## src/rtl/inv_pkg.sv

```systemverilog
package inv_pkg;

  localparam int FIELD_M  = 113;
  localparam int POLY_K   = 9;
  localparam int DIGIT_W  = 8;
  localparam int N_STEPS  = 8;
  localparam int STEP_W   = $clog2(N_STEPS);
  localparam int SQCNT_W  = 6;

  typedef enum logic [2:0] {
    ST_IDLE,
    ST_SQR,
    ST_MULGO,
    ST_MULWAIT,
    ST_FIN,
    ST_DONE
  } invState_t;

  // strobes from sequencer to datapath
  typedef struct packed {
    logic loadOp;
    logic sqEn;
    logic saveEn;
    logic mulGo;
    logic mulUseA;
    logic mulLoad;
  } dpCtrl_t;

  // squarings per chain step; chain builds exponents of 2^k-1 ones for
  // k = 2,3,6,7,14,28,56,112 (tied to degree 113)
  function automatic logic [SQCNT_W-1:0] stepSquares(input logic [STEP_W-1:0] idx);
    case (idx)
      3'd0:    return 6'd1;
      3'd1:    return 6'd1;
      3'd2:    return 6'd3;
      3'd3:    return 6'd1;
      3'd4:    return 6'd7;
      3'd5:    return 6'd14;
      3'd6:    return 6'd28;
      default: return 6'd56;
    endcase
  endfunction

  // steps that add a single one multiply by the original operand,
  // the doubling steps multiply by the value saved before squaring
  function automatic logic stepUsesA(input logic [STEP_W-1:0] idx);
    return (idx == 3'd1) || (idx == 3'd3);
  endfunction

endpackage

```

## src/rtl/inv_gf_mul.sv

```systemverilog
module inv_gf_mul #(
  parameter int M = inv_pkg::FIELD_M,
  parameter int K = inv_pkg::POLY_K,
  parameter int D = inv_pkg::DIGIT_W
) (
  input  logic         clk,
  input  logic         rstN,
  input  logic         start,
  input  logic [M-1:0] opX,
  input  logic [M-1:0] opY,
  output logic [M-1:0] prod,
  output logic         done
);

  localparam int NDIG = (M + D - 1) / D;
  localparam int PADW = NDIG * D;
  localparam int CW   = $clog2(NDIG + 1);

  logic [M-1:0]    xReg, pReg, pNext;
  logic [PADW-1:0] yReg;
  logic [CW-1:0]   cnt;

  function automatic logic [M-1:0] xtime(input logic [M-1:0] v);
    logic [M-1:0] r;
    r = {v[M-2:0], 1'b0};
    if (v[M-1]) begin
      r[0] = r[0] ^ 1'b1;
      r[K] = r[K] ^ 1'b1;
    end
    return r;
  endfunction

  // Horner step over one digit of Y, most significant bit first
  always_comb begin
    pNext = pReg;
    for (int j = D - 1; j >= 0; j--) begin
      pNext = xtime(pNext) ^ (yReg[PADW-D+j] ? xReg : '0);
    end
  end

  always_ff @(posedge clk or negedge rstN) begin
    if (!rstN) begin
      xReg <= '0;
      yReg <= '0;
      pReg <= '0;
      cnt  <= '0;
      done <= 1'b0;
    end else if (start) begin
      xReg <= opX;
      yReg <= PADW'(opY);
      pReg <= '0;
      cnt  <= CW'(NDIG);
      done <= 1'b0;
    end else if (cnt != '0) begin
      pReg <= pNext;
      yReg <= yReg << D;
      cnt  <= cnt - 1'b1;
      done <= (cnt == CW'(1));
    end else begin
      done <= 1'b0;
    end
  end

  assign prod = pReg;

  // a new product is only started on an idle multiplier
  p_start_idle_r5: assert property (@(posedge clk) disable iff (!rstN)
    start |-> (cnt == '0));

  // completion strobe lasts one cycle
  p_mul_done_once_r5: assert property (@(posedge clk) disable iff (!rstN)
    done |=> !done);

endmodule

```

## src/rtl/inv_datapath.sv

```systemverilog
module inv_datapath
  import inv_pkg::*;
#(
  parameter int M = FIELD_M,
  parameter int K = POLY_K,
  parameter int D = DIGIT_W
) (
  input  logic         clk,
  input  logic         rstN,
  input  dpCtrl_t      ctl,
  input  logic [M-1:0] inOperand,
  output logic [M-1:0] result,
  output logic         mulDone
);

  logic [M-1:0] opReg, accReg, saveReg, sqOut, mulY, mulProd;

  function automatic logic [M-1:0] gfSquare(input logic [M-1:0] v);
    logic [2*M-2:0] w;
    w = '0;
    for (int i = 0; i < M; i++) w[2*i] = v[i];
    for (int i = 2*M-2; i >= M; i--) begin
      if (w[i]) begin
        w[i]       = 1'b0;
        w[i-M+K]   = w[i-M+K] ^ 1'b1;
        w[i-M]     = w[i-M] ^ 1'b1;
      end
    end
    return w[M-1:0];
  endfunction

  assign sqOut = gfSquare(accReg);
  assign mulY  = ctl.mulUseA ? opReg : saveReg;

  inv_gf_mul #(.M(M), .K(K), .D(D)) mulUnit (
    .clk   (clk),
    .rstN  (rstN),
    .start (ctl.mulGo),
    .opX   (accReg),
    .opY   (mulY),
    .prod  (mulProd),
    .done  (mulDone)
  );

  always_ff @(posedge clk or negedge rstN) begin
    if (!rstN) begin
      opReg   <= '0;
      accReg  <= '0;
      saveReg <= '0;
    end else begin
      if (ctl.loadOp) begin
        opReg  <= inOperand;
        accReg <= inOperand;
      end else if (ctl.sqEn) begin
        accReg <= sqOut;
      end else if (ctl.mulLoad) begin
        accReg <= mulProd;
      end
      if (ctl.saveEn) saveReg <= accReg;
    end
  end

  assign result = accReg;

  // at most one source writes the accumulator in any cycle
  p_one_writer_r3: assert property (@(posedge clk) disable iff (!rstN)
    $onehot0({ctl.loadOp, ctl.sqEn, ctl.mulLoad}));

  // a product is only taken once the multiplier reports completion
  p_load_after_mul_r3: assert property (@(posedge clk) disable iff (!rstN)
    ctl.mulLoad |-> mulDone);

endmodule

```

## src/rtl/inv_ctrl.sv

```systemverilog
module inv_ctrl
  import inv_pkg::*;
(
  input  logic    clk,
  input  logic    rstN,
  input  logic    inValid,
  input  logic    mulDone,
  output logic    inReady,
  output logic    outDone,
  output dpCtrl_t ctl
);

  invState_t            state;
  logic [STEP_W-1:0]    stepIdx;
  logic [SQCNT_W-1:0]   sqCnt;
  logic                 lastSq;

  assign lastSq = (sqCnt == stepSquares(stepIdx) - 6'd1);

  always_comb begin
    ctl     = '0;
    inReady = 1'b0;
    outDone = 1'b0;
    case (state)
      ST_IDLE: begin
        inReady    = 1'b1;
        ctl.loadOp = inValid;
      end
      ST_SQR: begin
        ctl.sqEn   = 1'b1;
        ctl.saveEn = (sqCnt == '0);
      end
      ST_MULGO: begin
        ctl.mulGo   = 1'b1;
        ctl.mulUseA = stepUsesA(stepIdx);
      end
      ST_MULWAIT: ctl.mulLoad = mulDone;
      ST_FIN:     ctl.sqEn    = 1'b1;
      ST_DONE:    outDone     = 1'b1;
      default: ;
    endcase
  end

  always_ff @(posedge clk or negedge rstN) begin
    if (!rstN) begin
      state   <= ST_IDLE;
      stepIdx <= '0;
      sqCnt   <= '0;
    end else begin
      case (state)
        ST_IDLE: if (inValid) begin
          state   <= ST_SQR;
          stepIdx <= '0;
          sqCnt   <= '0;
        end
        ST_SQR: begin
          if (lastSq) begin
            sqCnt <= '0;
            state <= ST_MULGO;
          end else begin
            sqCnt <= sqCnt + 1'b1;
          end
        end
        ST_MULGO: state <= ST_MULWAIT;
        ST_MULWAIT: if (mulDone) begin
          if (stepIdx == STEP_W'(N_STEPS - 1)) begin
            state <= ST_FIN;
          end else begin
            stepIdx <= stepIdx + 1'b1;
            state   <= ST_SQR;
          end
        end
        ST_FIN:  state <= ST_DONE;
        ST_DONE: state <= ST_IDLE;
        default: state <= ST_IDLE;
      endcase
    end
  end

  // taking an operand closes the handshake on the next cycle
  p_accept_drop_r2: assert property (@(posedge clk) disable iff (!rstN)
    (inValid && inReady) |=> !inReady);

  // the block is idle again right after the done cycle
  p_ready_after_done_r2: assert property (@(posedge clk) disable iff (!rstN)
    outDone |=> inReady);

  // done strobe is a single cycle
  p_done_pulse_r4: assert property (@(posedge clk) disable iff (!rstN)
    outDone |=> !outDone);

  // a squaring run never exceeds its step length
  p_sq_bound_r5: assert property (@(posedge clk) disable iff (!rstN)
    (state == ST_SQR) |-> (sqCnt < stepSquares(stepIdx)));

endmodule

```

## src/rtl/inv_itoh_tsujii.sv

```systemverilog
module inv_itoh_tsujii #(
  parameter int M = inv_pkg::FIELD_M,
  parameter int K = inv_pkg::POLY_K,
  parameter int D = inv_pkg::DIGIT_W
) (
  input  logic         clk,
  input  logic         rstN,
  input  logic         inValid,
  output logic         inReady,
  input  logic [M-1:0] inOperand,
  output logic [M-1:0] outResult,
  output logic         outDone
);

  inv_pkg::dpCtrl_t ctl;
  logic             mulDone;

  inv_ctrl seq (
    .clk     (clk),
    .rstN    (rstN),
    .inValid (inValid),
    .mulDone (mulDone),
    .inReady (inReady),
    .outDone (outDone),
    .ctl     (ctl)
  );

  inv_datapath #(.M(M), .K(K), .D(D)) dp (
    .clk       (clk),
    .rstN      (rstN),
    .ctl       (ctl),
    .inOperand (inOperand),
    .result    (outResult),
    .mulDone   (mulDone)
  );

  // result does not move in the cycle after done
  p_hold_result_r7: assert property (@(posedge clk) disable iff (!rstN)
    outDone |=> $stable(outResult));

  // while idle with no operand offered, the result is held
  p_idle_hold_r7: assert property (@(posedge clk) disable iff (!rstN)
    (inReady && !inValid) |=> $stable(outResult));

endmodule

```

## config.mk

```make
export PLATFORM = sky130hd
export DESIGN_NAME = inv_itoh_tsujii
export DESIGN_NICKNAME = d
export VERILOG_FILES = /design/src/rtl/inv_pkg.sv /design/src/rtl/inv_gf_mul.sv /design/src/rtl/inv_datapath.sv /design/src/rtl/inv_ctrl.sv /design/src/rtl/inv_itoh_tsujii.sv
export SDC_FILE = /design/constraint.sdc
export NUM_CORES = 2
export LEC_CHECK = 0
export ABC_AREA = 1
export BUFFER_PORTS_ARGS = -buffer_cell sky130_fd_sc_hd__buf_2
export CORE_ASPECT_RATIO = 1.1
export CORE_UTILIZATION = 45
export DETAILED_ROUTE_END_ITERATION = 8
export GPL_TIMING_DRIVEN = 0
export SYNTH_ARGS = -nofsm -noshare
export SYNTH_HDL_FRONTEND = slang
export SYNTH_SLANG_ARGS = --single-unit
```

## constraint.sdc

```tcl
create_clock -name clk -period 2.4 [get_ports clk]
set_input_delay 0.24 -clock clk [delete_from_list [all_inputs] [get_ports clk]]
set_output_delay 0.24 -clock clk [all_outputs]
set_load 0.01 [all_outputs]
```

==> results.yml <==
floorplan:
  fp.dieArea_um2: 95670
  chipWidth_um: 295.0
  die_h_um: 324.3
  start_util_pct: 45.64
  core_area_um2: 93100
  design.portCount: 231
  fp-row-count: 117
global_route:
  grt_max_degree: 114
  use_met3_pct: 11.39
  busiest_layer: "met2"
  globalRouteTotalUtil_pct: 43.70
  gr-usage-met2_pct: 62.99
  overflow: 0
  grt_pass1_vias: 39000
  grt_use_met1_pct: 55.17
  antenna_found_initial: 11
  grt_pass1_wl_mm: 293.0
setup_path:
  r2r-end: "dp.result[81]$_DFFE_PN0P_"
  cp.required_ns: 2.94
  cp_common_cell: "inv_4"
  worstPathArrival_ns: 2.96
  reg2reg_slack_ns: -0.02
  crit_chain: "nand3_1 -> nor2_1 -> inv_4 -> nand2_2 -> nor2_8 -> inv_4 -> clkbuf_2 -> nand2_1 -> o21ai_0"
  r2r_start: "seq.state[0]$_DFFE_PN0P_"
  slowest_delay_ns: 0.44
  cp-start-kind: "register"
  critical_path_class: "reg2reg"
  crit_slowest_cell: "dfrtp_2"
  cp_max_fo: 10
  ff2ff_path_depth: 9
  endpoint_kind: "register"
timing:
  setup_slack_ns: -0.02282
  tightest_slew_ns: 0.9918
  finalHoldViolations: 1
  whs_ns: -0.02515
  final-max-slew-violation-count: 0
  rsz0062_at_grt: "yes"
  fin_crit_ns: 2.423
  finClkSkew_ns: 0.09395
  min_period_over_period_pct: 101.0
  max_freq_mhz: 412.7
  setup_viol: 3
  maxSlewHeadroom_pct: 33.18
finish:
  drive_gt1_share_pct: 11.20
  nets: 5988
  regArea_um2: 17570
  syn_to_final_growth_pct: 17.31
  multiInputGateArea_um2: 21480
  n_fill_cell: 9163
  post-route-util_pct: 53.54
min_path:
  hold_end: "dp.opReg[86]$_DFFE_PN0P_"
  min_path_type: "in2reg"
  holdCritStartpoint: "inOperand[86]"
  hold_depth: 3
outcome:
  status: "complete, but fails checks"
  violations: "negative hold slack, negative setup slack"
cts:
  worstSkewPairLatency_ns: 0.73
  root_buffer: "clkbuf_16"
  cts_buffers: 82
  h-tree-depth: 3
  clk_pin_slew_worst_paths_ns: 0.06
  cts_tree: "done"
  cts_max_path_buffers: 3
  cts.sinks: 702
logic_synthesis:
  ys_seq_area_share_pct: 41.34
  yosysMostFrequentCell: "nand2_1"
  synth_seq_cells: 702
  synth_edf_count: 0
  synth_cell_type_count: 43
  synth_top_area_share_pct: 41.34
  synthTopCellsByArea: "dfrtp_1 41%, nand2_1 15%, xnor2_1 9.9%"
  synth_flop_cell: "dfrtp_1"
  synth_common_cells: "1732 x nand2_1, 702 x dfrtp_1, 552 x o21ai_0"
  ys_warn_count: 0
  synth_largest_area_cell: "dfrtp_1"
  ys_async_sr_fraction_pct: 100.0
  synthCells: 5432
  avgSynthCellArea_um2: 7.823
  synth_fp_nets: 5558
  netlist_area_um2: 42500
power:
  vdd_drop_max_mv: 0.5226
  power.leakage_nw: 21.35
  power_w: 0.02627
  power_density_nw_per_um2: 527.1
detailed_routing:
  drc: 0
  viasPerCell: 5.850
  dr_total_vias: 42060
  wl_mm: 212.5
  dr.pass1.iters: 6
  drtAntennaViolNets: 0
  drt-initial-drc-count: 5878
  wl_per_cell_um: 29.55
placement:
  io_buffers: 230
  place.detailed.hpwl_mm: 161.5
  place.gp.congestion: 1.054
job:
  max-cap-violations: 0
-- area by class of cell --
class	instances	area share, %
Antenna cell	11	0.05522
Buffer	419	4.234
Clock buffer	115	4.766
Clock inverter	37	1.170
Inverter	439	3.338
Multi-Input combinational cell	3871	43.10
Sequential cell	702	35.24
Tap cell	1249	3.135
Timing Repair Buffer	347	4.964
-- through the flow --
stage | cells | setup TNS (ns) | setup slack (ns) | cell area, um2 | hold slack (ns)
after detailed placement | 6918 | -252.88 | -0.9589 | 45410 | 0.2370
after global placement | 6911 | - | -14.62 | 45210 | 0.4604
after CTS | 7177 | 0 | 0.005380 | 49670 | 0.004048
final | 7190 | -0.04243 | -0.02282 | 49850 | -0.02515
after global routing | 7179 | -0.004242 | -0.004242 | 49820 | -0.003796
after floorplan | 5432 | 0 | 0.5137 | 42500 | -0.05559
-- flip-flops by register name, summed over array words and instances, names as in the netlist --
name	count
dp.saveReg	113
seq.sqCnt	6
dp.mulUnit.xReg	113
dp.result	113
dp.mulUnit.prod	113
dp.opReg	113
dp.mulUnit.yReg	120
dp.mulUnit.done	1
seq.stepIdx	3
seq.state	3
dp.mulUnit.cnt	4
-- repair_timing --
item,in CTS,in global routing
endpoints found under the hold margin,245,2
gates resized for setup,106,99
buffers inserted,5,2
hold buffers,102,1
setup endpoints to repair,560,251
pin swaps,4,4
-- worst max-delay path, delay by kind of cell (launching register included) --
family	cells	cell delay, ns
buffers and inverters	3	0.73
DFF	1	0.44
AOI/OAI and AO/OA	1	0.15
and+or+nand+nor	5	0.93
-- layer usage --
| metal | part of all wire, % | routed length [um] |
|---|---|---|
| met5 | 0.028 | 60 |
| met4 | 9.3 | 19720 |
| met3 | 12 | 24530 |
| met2 | 42 | 89890 |
| met1 | 37 | 78260 |
-- power by group --
part	switching, W	total, W	internal, W
sequential	0	0.0118	0.0118
combinational	0.000339	0.000548	0.000209
clock	0.00589	0.0139	0.00800
total	0.00623	0.0263	0.0200
-- kinds of logic after synthesis --
kind of cell	Yosys count	synth area share (%)
AOI/OAI and AO/OA	1023	14.25
and+or+nand+nor	1975	17.87
xor gates and xnor gates	863	17.84
buffers and inverters	859	8.415
DFF	702	41.34
adders and majority gates	10	0.2944
-- worst max-delay path by stage --
stage / from / end / cells after the start
2_1_floorplan: seq.stepIdx[0]$_DFFE_PN0P_ / seq.state[0]$_DFFE_PN0P_ / 9
3_3_place_gp: rstN / dp.mulUnit.prod[66]$_DFFE_PN0P_ / 1
3_5_place_dp: seq.state[0]$_DFFE_PN0P_ / dp.result[86]$_DFFE_PN0P_ / 10
4_1_cts: seq.state[0]$_DFFE_PN0P_ / dp.result[30]$_DFFE_PN0P_ / 7
5_1_grt: seq.state[2]$_DFFE_PN0P_ / dp.result[82]$_DFFE_PN0P_ / 10
6_report: seq.state[0]$_DFFE_PN0P_ / dp.result[81]$_DFFE_PN0P_ / 9
-- cell usage in the layout, fill, tap and decap left out, types with 104 or more instances in the layout --
master	netlist	routed
buf_2	124	342
o221ai_1	104	104
o21ai_0	552	518
dfrtp_1	702	701
nor2_1	157	157
xor2_1	383	383
clkbuf_1	227	179
nand2_1	1732	1728
inv_1	429	428
xnor2_1	478	478
Note: power is estimated with default switching activity, not from simulation.
